### config.mk
export PLATFORM = sky130hd
export DESIGN_NAME = dep_resolver
export DESIGN_NICKNAME = d
export VERILOG_FILES = /design/src/rtl/dr_pkg.sv /design/src/rtl/dr_operand_match.sv /design/src/rtl/dr_hazard_ctrl.sv /design/src/rtl/dep_resolver.sv
export SDC_FILE = /design/constraint.sdc
export NUM_CORES = 1
export LEC_CHECK = 0
export ABC_AREA = 1
export BUFFER_PORTS_ARGS = -buffer_cell sky130_fd_sc_hd__buf_2
export CORE_MARGIN = 3
export CORE_UTILIZATION = 47
export DETAILED_ROUTE_END_ITERATION = 6
export PLACE_DENSITY = 0.85
export SYNTH_ARGS = -nofsm -noshare
export SYNTH_HDL_FRONTEND = slang
export SYNTH_SLANG_ARGS = --single-unit
### constraint.sdc
create_clock -name vclk -period 1
set_clock_uncertainty 0.05 [all_clocks]
set_input_delay 0.05 -clock vclk [all_inputs]
set_output_delay 0.05 -clock vclk [all_outputs]
set_load 0.005 [all_outputs]
### src/rtl/dr_pkg.sv
package dr_pkg;
  typedef enum logic [1:0] {
    SRC_RF  = 2'd0,
    SRC_EX  = 2'd1,
    SRC_MEM = 2'd2,
    SRC_WB  = 2'd3
  } fwd_src_e;
endpackage

### src/rtl/dr_operand_match.sv
module dr_operand_match
  import dr_pkg::*;
#(
  parameter int AW = 5
) (
  input  logic          clk,
  input  logic          rst,
  input  logic [AW-1:0] src,
  input  logic          used,
  input  logic [AW-1:0] ex_rd,
  input  logic          ex_wen,
  input  logic          ex_load,
  input  logic [AW-1:0] mem_rd,
  input  logic          mem_wen,
  input  logic [AW-1:0] wb_rd,
  input  logic          wb_wen,
  output fwd_src_e      sel,
  output logic          load_hit
);
  localparam logic [AW-1:0] ZERO_IDX = '0;

  logic live;
  logic hit_ex, hit_mem, hit_wb;

  assign live    = used && (src != ZERO_IDX);
  assign hit_ex  = live && ex_wen  && (ex_rd  == src);
  assign hit_mem = live && mem_wen && (mem_rd == src);
  assign hit_wb  = live && wb_wen  && (wb_rd  == src);

  always_comb begin
    if (hit_ex && !ex_load) sel = SRC_EX;
    else if (hit_mem)       sel = SRC_MEM;
    else if (hit_wb)        sel = SRC_WB;
    else                    sel = SRC_RF;
  end

  assign load_hit = hit_ex && ex_load;

  // index zero is never a dependency
  p_zero_src_r2: assert property (@(posedge clk) disable iff (rst)
    (src == ZERO_IDX) |-> (sel == SRC_RF && !load_hit));

  // a load in execute is not a forwarding source
  p_load_not_ex_r5: assert property (@(posedge clk) disable iff (rst)
    ex_load |-> (sel != SRC_EX));

  // memory result beats write-back when execute does not match
  p_mem_over_wb_r4: assert property (@(posedge clk) disable iff (rst)
    (sel == SRC_WB) |-> !(mem_wen && mem_rd == src));
endmodule

### src/rtl/dr_hazard_ctrl.sv
module dr_hazard_ctrl (
  input  logic clk,
  input  logic rst,
  input  logic stall_req,
  input  logic redirect,
  output logic pc_hold,
  output logic ifid_hold,
  output logic ex_bubble,
  output logic ifid_flush
);
  logic hold_w;
  logic held_q;

  assign hold_w     = !rst && stall_req && !redirect;
  assign pc_hold    = hold_w;
  assign ifid_hold  = hold_w;
  assign ex_bubble  = hold_w;
  assign ifid_flush = !rst && redirect;

  always_ff @(posedge clk) begin
    if (rst) held_q <= 1'b0;
    else     held_q <= hold_w;
  end

  // a hold is never repeated on the next cycle
  p_single_stall_r7: assert property (@(posedge clk) disable iff (rst)
    held_q |-> !pc_hold);

  // redirect wins over a hold
  p_flush_wins_r8: assert property (@(posedge clk) disable iff (rst)
    redirect |-> (ifid_flush && !pc_hold && !ex_bubble));
endmodule

### src/rtl/dep_resolver.sv
module dep_resolver
  import dr_pkg::*;
#(
  parameter int AW = 5
) (
  input  logic          clk,
  input  logic          rst,
  input  logic [AW-1:0] id_rs,
  input  logic [AW-1:0] id_rt,
  input  logic          id_rs_used,
  input  logic          id_rt_used,
  input  logic [AW-1:0] ex_rd,
  input  logic          ex_wen,
  input  logic          ex_load,
  input  logic [AW-1:0] mem_rd,
  input  logic          mem_wen,
  input  logic [AW-1:0] wb_rd,
  input  logic          wb_wen,
  input  logic          redirect,
  output logic [1:0]    fwd_a,
  output logic [1:0]    fwd_b,
  output logic          pc_hold,
  output logic          ifid_hold,
  output logic          ex_bubble,
  output logic          ifid_flush
);
  localparam int NSRC = 2;

  logic [AW-1:0] src_idx [NSRC];
  logic          src_use [NSRC];
  fwd_src_e      src_sel [NSRC];
  logic [NSRC-1:0] load_hits;

  assign src_idx[0] = id_rs;
  assign src_idx[1] = id_rt;
  assign src_use[0] = id_rs_used;
  assign src_use[1] = id_rt_used;

  for (genvar g = 0; g < NSRC; g++) begin : g_opnd
    dr_operand_match #(.AW(AW)) u_match (
      .clk      (clk),
      .rst      (rst),
      .src      (src_idx[g]),
      .used     (src_use[g]),
      .ex_rd    (ex_rd),
      .ex_wen   (ex_wen),
      .ex_load  (ex_load),
      .mem_rd   (mem_rd),
      .mem_wen  (mem_wen),
      .wb_rd    (wb_rd),
      .wb_wen   (wb_wen),
      .sel      (src_sel[g]),
      .load_hit (load_hits[g])
    );
  end

  assign fwd_a = rst ? 2'd0 : src_sel[0];
  assign fwd_b = rst ? 2'd0 : src_sel[1];

  dr_hazard_ctrl u_ctrl (
    .clk        (clk),
    .rst        (rst),
    .stall_req  (|load_hits),
    .redirect   (redirect),
    .pc_hold    (pc_hold),
    .ifid_hold  (ifid_hold),
    .ex_bubble  (ex_bubble),
    .ifid_flush (ifid_flush)
  );

  // a hold only ever comes from a writing load in execute
  p_hold_needs_load_r9: assert property (@(posedge clk) disable iff (rst)
    pc_hold |-> (ex_load && ex_wen));

  // the hold reaches all three stage controls together
  p_hold_all_r6: assert property (@(posedge clk) disable iff (rst)
    ex_bubble |-> (pc_hold && ifid_hold && !ifid_flush));
endmodule

; ---- Word-level counts from Yosys, hierarchy flattened
; Index checks and enable logic that the tools add are counted.
[totals]
elab_cells = 41
input_bits = 34
register_bits = 0
output_inout_bits = 8
[classes]
eq_ne = 6
reduce_logical = 27
n_mux = 8
[ops]
columns = op, count
row1 = == test 5 bit, 6
row2 = logical AND 1 bit, 21
row3 = 2-to-1 mux 2 bit, 8
row4 = nonzero test 5 bit, 2
row5 = logical NOT 1 bit, 3
row6 = OR reduction 2 bit, 1

; ---- Depth between registers and ports, before layout
; Gate-level depths: netlist of the first run.
[logic_depth]
word_depth = 8
depth_mapped = 10
ltp_nobuf = 10

; ---- Cells and area by module
; Synthesis of the first run repeated with hierarchy kept, for this count alone.
[hier_totals]
hier_cells = 177
hier_area_um2 = 784.5
[modules_own_cells]
columns = mod, n_inst, cells_per_inst, area_per_inst_um2, seq_area_each_um2
row1 = dr_operand_match, 2, 80, 354.1, 0.0
row2 = dep_resolver, 1, 11, 41.3, 0.0
row3 = dr_hazard_ctrl, 1, 6, 35.0, 0.0

; ---- Least setup slack after synthesis of the first run
; No wires, ideal clock.
[synth_path]
path_type = input-to-output
from = input id_rs[3]
to = output ifid_hold
t_required_ns = 0.900
path_stages = 7
path_buffers = 1
arrival_ns = 0.806
setup_slack_ns = 0.094
cell_sequence = inv_2 -> a21oi_1 -> nand2_1 -> nor2_1 -> nand3_1 -> a21oi_1 -> buf_4
[synth_between]
elab_chain_cells = 8
elab_cells_between_ends = 9
classes_between = 1 x eq/ne / 8 x reduce/logical
[synth_rtl]
columns = element, line_no
row1 = from (decl), dep_resolver.sv:8  ; input logic [AW-1:0] id_rs,
row2 = nonzero test 5 bit, dr_operand_match.sv:25  ; assign live = used && (src != ZERO_IDX);
row3 = logical AND 1 bit, dr_operand_match.sv:25
row4 = logical AND 1 bit, dr_operand_match.sv:26  ; assign hit_ex = live && ex_wen && (ex_rd == src);
row5 = logical AND 1 bit *, dr_operand_match.sv:26
row6 = logical AND 1 bit *, dr_operand_match.sv:37  ; assign load_hit = hit_ex && ex_load;
row7 = OR reduction 2 bit *, dep_resolver.sv:63  ; .stall_req (|load_hits),
row8 = logical AND 1 bit * (2 in series), dr_hazard_ctrl.sv:14  ; assign hold_w = !rst && stall_req && !redirect;
row9 = to (decl), dep_resolver.sv:23  ; output logic ifid_hold,
; Mark *: on every way between the ends. The rest lies on a longest branch, timed or not.

; ---- Worst setup path in the final report of the first run
[layout_path]
from = input id_rt[4]
to = output fwd_b[0]
[layout_between]
elab_chain_cells = 8
elab_cells_between_ends = 16
classes_between = 3 x eq/ne / 4 x mux / 9 x reduce/logical
[layout_rtl]
columns = element, line_no
row1 = from (decl), dep_resolver.sv:9  ; input logic [AW-1:0] id_rt,
row2 = nonzero test 5 bit, dr_operand_match.sv:25
row3 = logical AND 1 bit, dr_operand_match.sv:25
row4 = logical AND 1 bit (2 in series), dr_operand_match.sv:28  ; assign hit_wb = live && wb_wen && (wb_rd == src);
row5 = 2-to-1 mux 2 bit, dr_operand_match.sv:33  ; else if (hit_wb) sel = SRC_WB;
row6 = 2-to-1 mux 2 bit, dr_operand_match.sv:32  ; else if (hit_mem) sel = SRC_MEM;
row7 = 2-to-1 mux 2 bit *, dr_operand_match.sv:31  ; if (hit_ex && !ex_load) sel = SRC_EX;
row8 = 2-to-1 mux 2 bit *, dep_resolver.sv:58  ; assign fwd_b = rst ? 2'd0 : src_sel[1];
row9 = to (decl), dep_resolver.sv:21  ; output logic [1:0] fwd_b,
; Marks and branches as above.

==> results of run 1 <==
==> worst max path at each step <==
stage / from / end / slack (ns) / cells after the start
detailed placement: id_rt[4] / ifid_hold / -0.10 / 9
CTS: id_rt[3] / fwd_b[0] / -0.03 / 10
floorplan: id_rs[3] / ifid_hold / 0.09 / 7
finish: id_rt[4] / fwd_b[0] / -0.13 / 10
global route: id_rt[3] / fwd_b[0] / -0.21 / 10
global placement: id_rs[3] / pc_hold / -0.05 / 8
==> metrics by stage <==
stage                     setup WS, ns  cell area [µm²]
final                           -0.126             1240
after global routing            -0.213             1240
after CTS                      -0.0285             1030
after detailed placement        -0.103              913
after global placement         -0.0519              913
after floorplan                 0.0945              704
==> what timing repair did <==
item | in CTS | in global routing
resized for setup | 42 | 78
setup buffers | 0 | 0
pin swaps | 16 | 36
endpoints found under the setup margin | 7 | 7
==> synth_stat cells <==
library cell              number
sky130_fd_sc_hd__o21ai_1       1
sky130_fd_sc_hd__buf_4         2
sky130_fd_sc_hd__inv_2         9
sky130_fd_sc_hd__nand2_2       1
sky130_fd_sc_hd__nand2_1      79
sky130_fd_sc_hd__nor2_1       19
sky130_fd_sc_hd__nor2_2        7
sky130_fd_sc_hd__o21ai_0       3
sky130_fd_sc_hd__inv_1        23
sky130_fd_sc_hd__inv_4         1
sky130_fd_sc_hd__nand3_1      12
sky130_fd_sc_hd__nand4_1       3
sky130_fd_sc_hd__xnor2_1       1
sky130_fd_sc_hd__a21o_1        1
sky130_fd_sc_hd__a21oi_1       6
==> critical path: stages <==
cell	delay [ns]
sky130_fd_sc_hd__buf_12	0.10
sky130_fd_sc_hd__inv_8	0.03
sky130_fd_sc_hd__nand2_1	0.08
sky130_fd_sc_hd__nand2_2	0.09
sky130_fd_sc_hd__nor2_2	0.13
sky130_fd_sc_hd__inv_1	0.06
sky130_fd_sc_hd__nor2_1	0.10
sky130_fd_sc_hd__nand3_1	0.07
sky130_fd_sc_hd__a21oi_1	0.17
sky130_fd_sc_hd__buf_2	0.14
==> cell type report <==
cell class                 count  area (µm²)  share of cell area (%)
timing repair buffer          41         384                    30.9
tap                           15        18.8                    1.51
multi-input combinational    133         684                    55.0
inverter                      33         156                    12.6
==> report_power, final <==
part | switching [W] | leakage (nW) | internal [W]
registers | 0 | 0 | 0
logic | 0.000296 | 0.698 | 0.000232
clock network | 0 | 0 | 0
==> layer usage <==
metal  track usage [%]  routed length [µm]  part of all wire, %
met2              49.6                1750                   50
met3              2.39                 379                   11
met5                 0                   0                    0
met1              31.0                1130                   32
met4              6.63                 247                  7.1
==> logic make-up (layout without fill, tap and decap cells) <==
logic type             after synthesis  in the layout  share of synthesized area [%]
AO/OA/AOI/OAI                       11             11                           8.17
AND/OR/NAND/NOR                    121            121                           70.5
buffers and inverters               35             74                           20.1
XOR/XNOR                             1              1                           1.24
==> placed cells by master (no fill, tap or decap), types with 3 or more instances in the layout <==
master	instances
sky130_fd_sc_hd__buf_2	17
sky130_fd_sc_hd__nand3_1	9
sky130_fd_sc_hd__buf_8	7
sky130_fd_sc_hd__nand2_1	56
sky130_fd_sc_hd__nor2_1	8
sky130_fd_sc_hd__nand4_1	3
sky130_fd_sc_hd__inv_4	10
sky130_fd_sc_hd__buf_4	4
sky130_fd_sc_hd__nor2_2	16
sky130_fd_sc_hd__nand2_2	24
sky130_fd_sc_hd__buf_6	11
sky130_fd_sc_hd__inv_2	14
sky130_fd_sc_hd__nand3_2	3
sky130_fd_sc_hd__inv_1	8
sky130_fd_sc_hd__a21oi_1	4
==> results, run 1 <==
- The worst IR drop on VDD is approximately 0.31 mV.
- The remaining design rule violation count is 0.
- The flow ran to the end, but the final reports show violations.
- The synthesized area per cell is 4.19 µm².
- The maximum number of pins on one net before global-route repair is 8.
- After floorplanning, the core was sized to cover 1350 µm².
- Sequential elements use 0% of the synthesized area.
- The estimated wirelength of the detail-placed design is roughly 2100 µm.
- The initial utilization of the core area, before any placement, comes to 52.2%.
- The floorplan step set the die width to ~45 µm.
- The category of the most critical setup path is input pin to output pin.
- The total number of vias is 1,320.
- The end point of the most critical hold path is fwd_a[0].
- In this run the core area contains 13 standard-cell rows.
- The post-synth net total is 202.
- The Yosys step of the flow raised 0 warnings.
- Setup violations remaining at the end of the flow were counted as 7.
- Summed over all failing endpoints, the final setup total negative slack is -0.401 ns.
- The number of top-level design ports is 42.
- The headroom to the max-slew limit is between 80% and 90%.
- STA classifies the critical path endpoint as an output pin.
- The synthesized design spends more area on one cell type than any other, namely sky130_fd_sc_hd__nand2_1.
- The required arrival time at the worst endpoint is 0.90 ns.
- The global-route total usage across every layer is 26.2%.
- The non-filler instance count after layout is roughly 220.
- The final period utilization is 113%.
- Compared with the post-synthesis result, the final layout area differs by 76.6%.
- The number of fillers in the final layout is 61.
- The number of iterations in the first detailed-routing pass is 5.
- The max-slew violation total from the final report is 0.
- Summed over all layers, the global routing overflow is 0.
- The data arrival time of the critical path is 1.03 ns.
- Of the post-synthesis cell area, the dominant cell type holds 42.1%.
- The share of cells above drive strength 1 is 55.1%.
- In the final routed layout, each cell accounts on average for 15.8 µm.
- In this run the power density over the cells is 425 nW/µm².
- The detailed-route wire length is 3500 µm.
- The detailed-route vias per instance is 5.95.
- The synthesized instance count is 168.
- The slack of the critical path is -0.126 ns.
- Hold timing on the final database bottoms out at a slack of 0.329 ns.
- The first-iteration detailed-routing DRC count is 116.
- Across the run, the number of max-cap violations was 0.
- The final layout contains 243 nets.
- The count of nets left with antenna violations once routing finished came out at 0.
- The footprint of the flip-flops and latches is 0 µm².
- Yosys mapped the design onto 15 distinct sky130hd cell types.
- The initial antenna violation count is 0.
- Sorting the synthesized cells by area gives the leading types as sky130_fd_sc_hd__nand2_1 42%, sky130_fd_sc_hd__inv_1 12%, sky130_fd_sc_hd__nor2_1 10%.
- The congestion estimate from routability-driven global placement came to about 0.97.
- The layout has 0 clock buffers.
- The antenna diode count is 0.
- The sum of internal, switching and leakage power is 0.000528 W.
- At the pin with the least slew margin, the transition time is around 0.28 ns.
- The achievable frequency is 888 MHz.
- The number of cells traversed by the worst hold path is 3.
- For this design the static power due to leakage is 0.698 nW.
- The via count of the first global-routing pass is 1,012.
- The maximum fanout along the worst path is 5.
- The synthesized cell area is between 700 and 800 µm².
- The final hold violation count was 0.
- The worst hold path begins at rst.
- The y dimension of the die is 44.7 µm.
- The tightest min-delay check is of the input pin to output pin type.
- In this run, placement finished with an instance count of between 200 and 250.
- The number of flip-flops and latches is 0.
- The sort of element at the start of the critical path is an input pin.
- The final reports fail on setup timing.
- The first-pass GRT wire length is 4090 µm.
- Setup repair after global routing could not meet its margin everywhere.
- The worst path in the final design needs a cycle of 1.13 ns, including I/O delays and setup.
- The number of buffers added to fix hold violations after cts is 0.
- The count of buffers inserted at the top-level ports is 41.
- The die area is around 2000 µm².
- At the end of the flow the core is filled with cells to 92.1%.
Note: power is estimated with default switching activity, not from simulation.
==> inputs of run 2 (changes only) <==
--- a/config.mk
+++ b/config.mk
@@ -6,11 +6,11 @@
 export NUM_CORES = 1
 export LEC_CHECK = 0
 export ABC_AREA = 1
-export BUFFER_PORTS_ARGS = -buffer_cell sky130_fd_sc_hd__buf_2
 export CORE_MARGIN = 3
-export CORE_UTILIZATION = 47
+export CORE_UTILIZATION = 50
 export DETAILED_ROUTE_END_ITERATION = 6
-export PLACE_DENSITY = 0.85
+export DONT_BUFFER_PORTS = 1
+export PLACE_DENSITY = 0.64
 export SYNTH_ARGS = -nofsm -noshare
 export SYNTH_HDL_FRONTEND = slang
 export SYNTH_SLANG_ARGS = --single-unit
==> run 2 against run 1 <==
Net effect: sequential share of layout area is the same; power is 58% lower; largest power group unchanged; clock-buffer cell count is the same; routed wire length shrank 45%; critical path depth decreased by 3; combinational power down 58%; sequential cell count unchanged; the run now ends clean.
==> results, run 2 (synthesis results as in run 1) <==
- The final critical delay including setup and external delays is 0.867 ns (-0.259 ns).
- The total leakage power came to 0.465 nW (-33%).
- The headroom to the max-slew limit is 87.2% (+5.9 points).
- The remaining number of nets flagged by the antenna check after routing is 0 (unchanged).
- The first-iteration detailed-routing DRC count is 41 (-65%).
- The remaining design rule violation count came to 0 (unchanged).
- The global-route total usage across every layer is 21.3% (-4.9 points).
- The biggest cell delay along the critical path is 0.14 ns (-0.03 ns).
- The max-slew violation total from the final report is 0 (unchanged).
- The final sum of negative setup slack was 0 ns (+0.401 ns).
- The cell type of the slowest stage on the worst timing path is sky130_fd_sc_hd__a21oi_1.
- The final period utilization came to 86.7% (-26 points).
- The average wire per standard cell is 10.6 µm (-33%).
- The data arrival time of the critical path is 0.77 ns (-0.26 ns).
- The final hold violation count is 0 (unchanged).
- The number of buffers inserted by post-CTS setup repair is 0 (unchanged).
- The y dimension of the die is 43.5 µm (-2.6%).
- The worst hold slack was 0.0806 ns (-0.249 ns).
- The kind of end point of the critical path is an output pin.
- The maximum number of pins on one net before global-route repair is 8 (unchanged).
- The initial core utilization is 57.9% (+5.7 points).
- The slack of the critical path is 0.133 ns (+0.259 ns).
- The category of the most critical setup path is input pin to output pin.
- The required arrival time at the worst endpoint was 0.90 ns (about the same).
- The number of fillers in the final layout came to 142 (+130%).
- The total area of multi-input combinational cells is 569 µm² (-17%).
- The number of failing setup endpoints in the final timing report was 0 (-7).
- The post-layout utilization of the core is 59.3% (-33 points).
- The antenna diode count is 0 (unchanged).
- The maximum fanout along the worst path was 4 (-1).
- The detailed-route wire length is 1920 µm (-45%).
- The via count of the first global-routing pass is 827 (-18%).
- The transition time at the pin with the least slew margin is 0.189 ns (-0.0884 ns).
- The number of iterations in the first detailed-routing pass is 4 (-1).
- The number of top-level design ports is 42 (unchanged).
- The initial antenna violation count is 0 (unchanged).
- The achievable frequency is 1150 MHz (+30%).
- The run finished with clean final reports.
- The routability congestion estimate was 0.858 (-12%).
- The footprint of the flip-flops and latches is 0 µm² (unchanged).
- The clock tree buffer count of the final layout is 0 (unchanged).
- The worst IR drop on VDD is 0.152 mV (-51%).
- Compared with the post-synthesis result, the final layout area differs by 2.31%.
- The horizontal die dimension is 43.5 µm (-2.6%).
- The core area is 1220 µm² (-9.9%).
- The critical path goes through inv_2 -> a21oi_1 -> nand2_1 -> nor2_1 -> nand3_1 -> a21oi_2 -> buf_4.
- Setup repair after global routing left no endpoint under its margin.
- Leaving out fill and tap cells, the most frequent cell in the layout is sky130_fd_sc_hd__nand2_1.
- The first-pass GRT wire length is 3260 µm (-20%).
- The worst setup timing slack at the placement stage was 0.120 ns (+0.224 ns).
- In this run the worst hold path is classified as input pin to output pin.
- The count of buffers inserted at the top-level ports is 0 (-100%).
- The sort of element at the start of the critical path is an input pin.
- The buffers plus inverters on the worst setup path is 2 (-2).
- The estimated wirelength of the detail-placed design came to 1720 µm (-17%).
- Grouping stages by cell kind, the critical path spends the most delay in compound AO/OA/AOI/OAI gates.
- The power density of the placed cells is 305 nW/µm² (-28%).
- The die area was 1900 µm² (-5.2%).
- The placement row count is 12 (-1).
- The number of violations of the max-capacitance limit is 0 (unchanged).
- The detailed-route vias per instance is 4.98 (-16%).
- The number of flip-flops and latches is 0 (unchanged).
- The share of cells above drive strength 1 is 12.6% (-42 points).
- The global route total overflow was 0 (unchanged).
- The number of nets in the layout is 203 (-16%).
- Leaving out fill and tap cells, the most frequent cells in the layout are 79 x sky130_fd_sc_hd__nand2_1, 23 x sky130_fd_sc_hd__inv_1, 18 x sky130_fd_sc_hd__nor2_1.
- The total number of vias is 902 (-32%).
## run 2: layer usage
metal | global-route usage [%] | routed length (µm) | vias to the layer above
met5 | 0 | 0 | -
met4 | 3.01 | 0 | 0
met3 | 4.15 | 270 | 0
met2 | 35.7 | 879 | 45
met1 | 28.7 | 767 | 359
li1 | - | - | 498
## run 2: power by group
part | internal (W) | leakage [nW] | switching, W | total (W)
Sequential | 0 | 0 | 0 | 0
Clock | 0 | 0 | 0 | 0
Combinational | 0.0000837 | 0.465 | 0.000136 | 0.000220
## run 2: cell type report
cell class                      instances  area share, %
Timing Repair Buffer                    1           1.04
Inverter                               33           17.5
Multi-Input combinational cell        133           79.0
Tap cell                               14           2.43
## run 2: what timing repair did
item                                    4_1_cts  5_1_grt
gates resized for setup                       0        2
endpoints found under the setup margin        0        3
hold buffers                                  0        0
endpoints found under the hold margin         0        0
## run 2: final timing paths
| path | startpoint | to | slack [ns] | cells past startpoint |
|---|---|---|---|---|
| min | rst | fwd_a[0] | 0.08 | 1 |
| max | id_rs[3] | ex_bubble | 0.13 | 7 |
## run 2: through the flow
step	power [W]	std cells	cell area (µm²)
finish	0.000220	181	721
global route	0.000259	181	721
CTS	0.000218	181	714
detailed placement	0.000218	181	714
global placement	0.000213	181	714
floorplan	0.000183	168	704
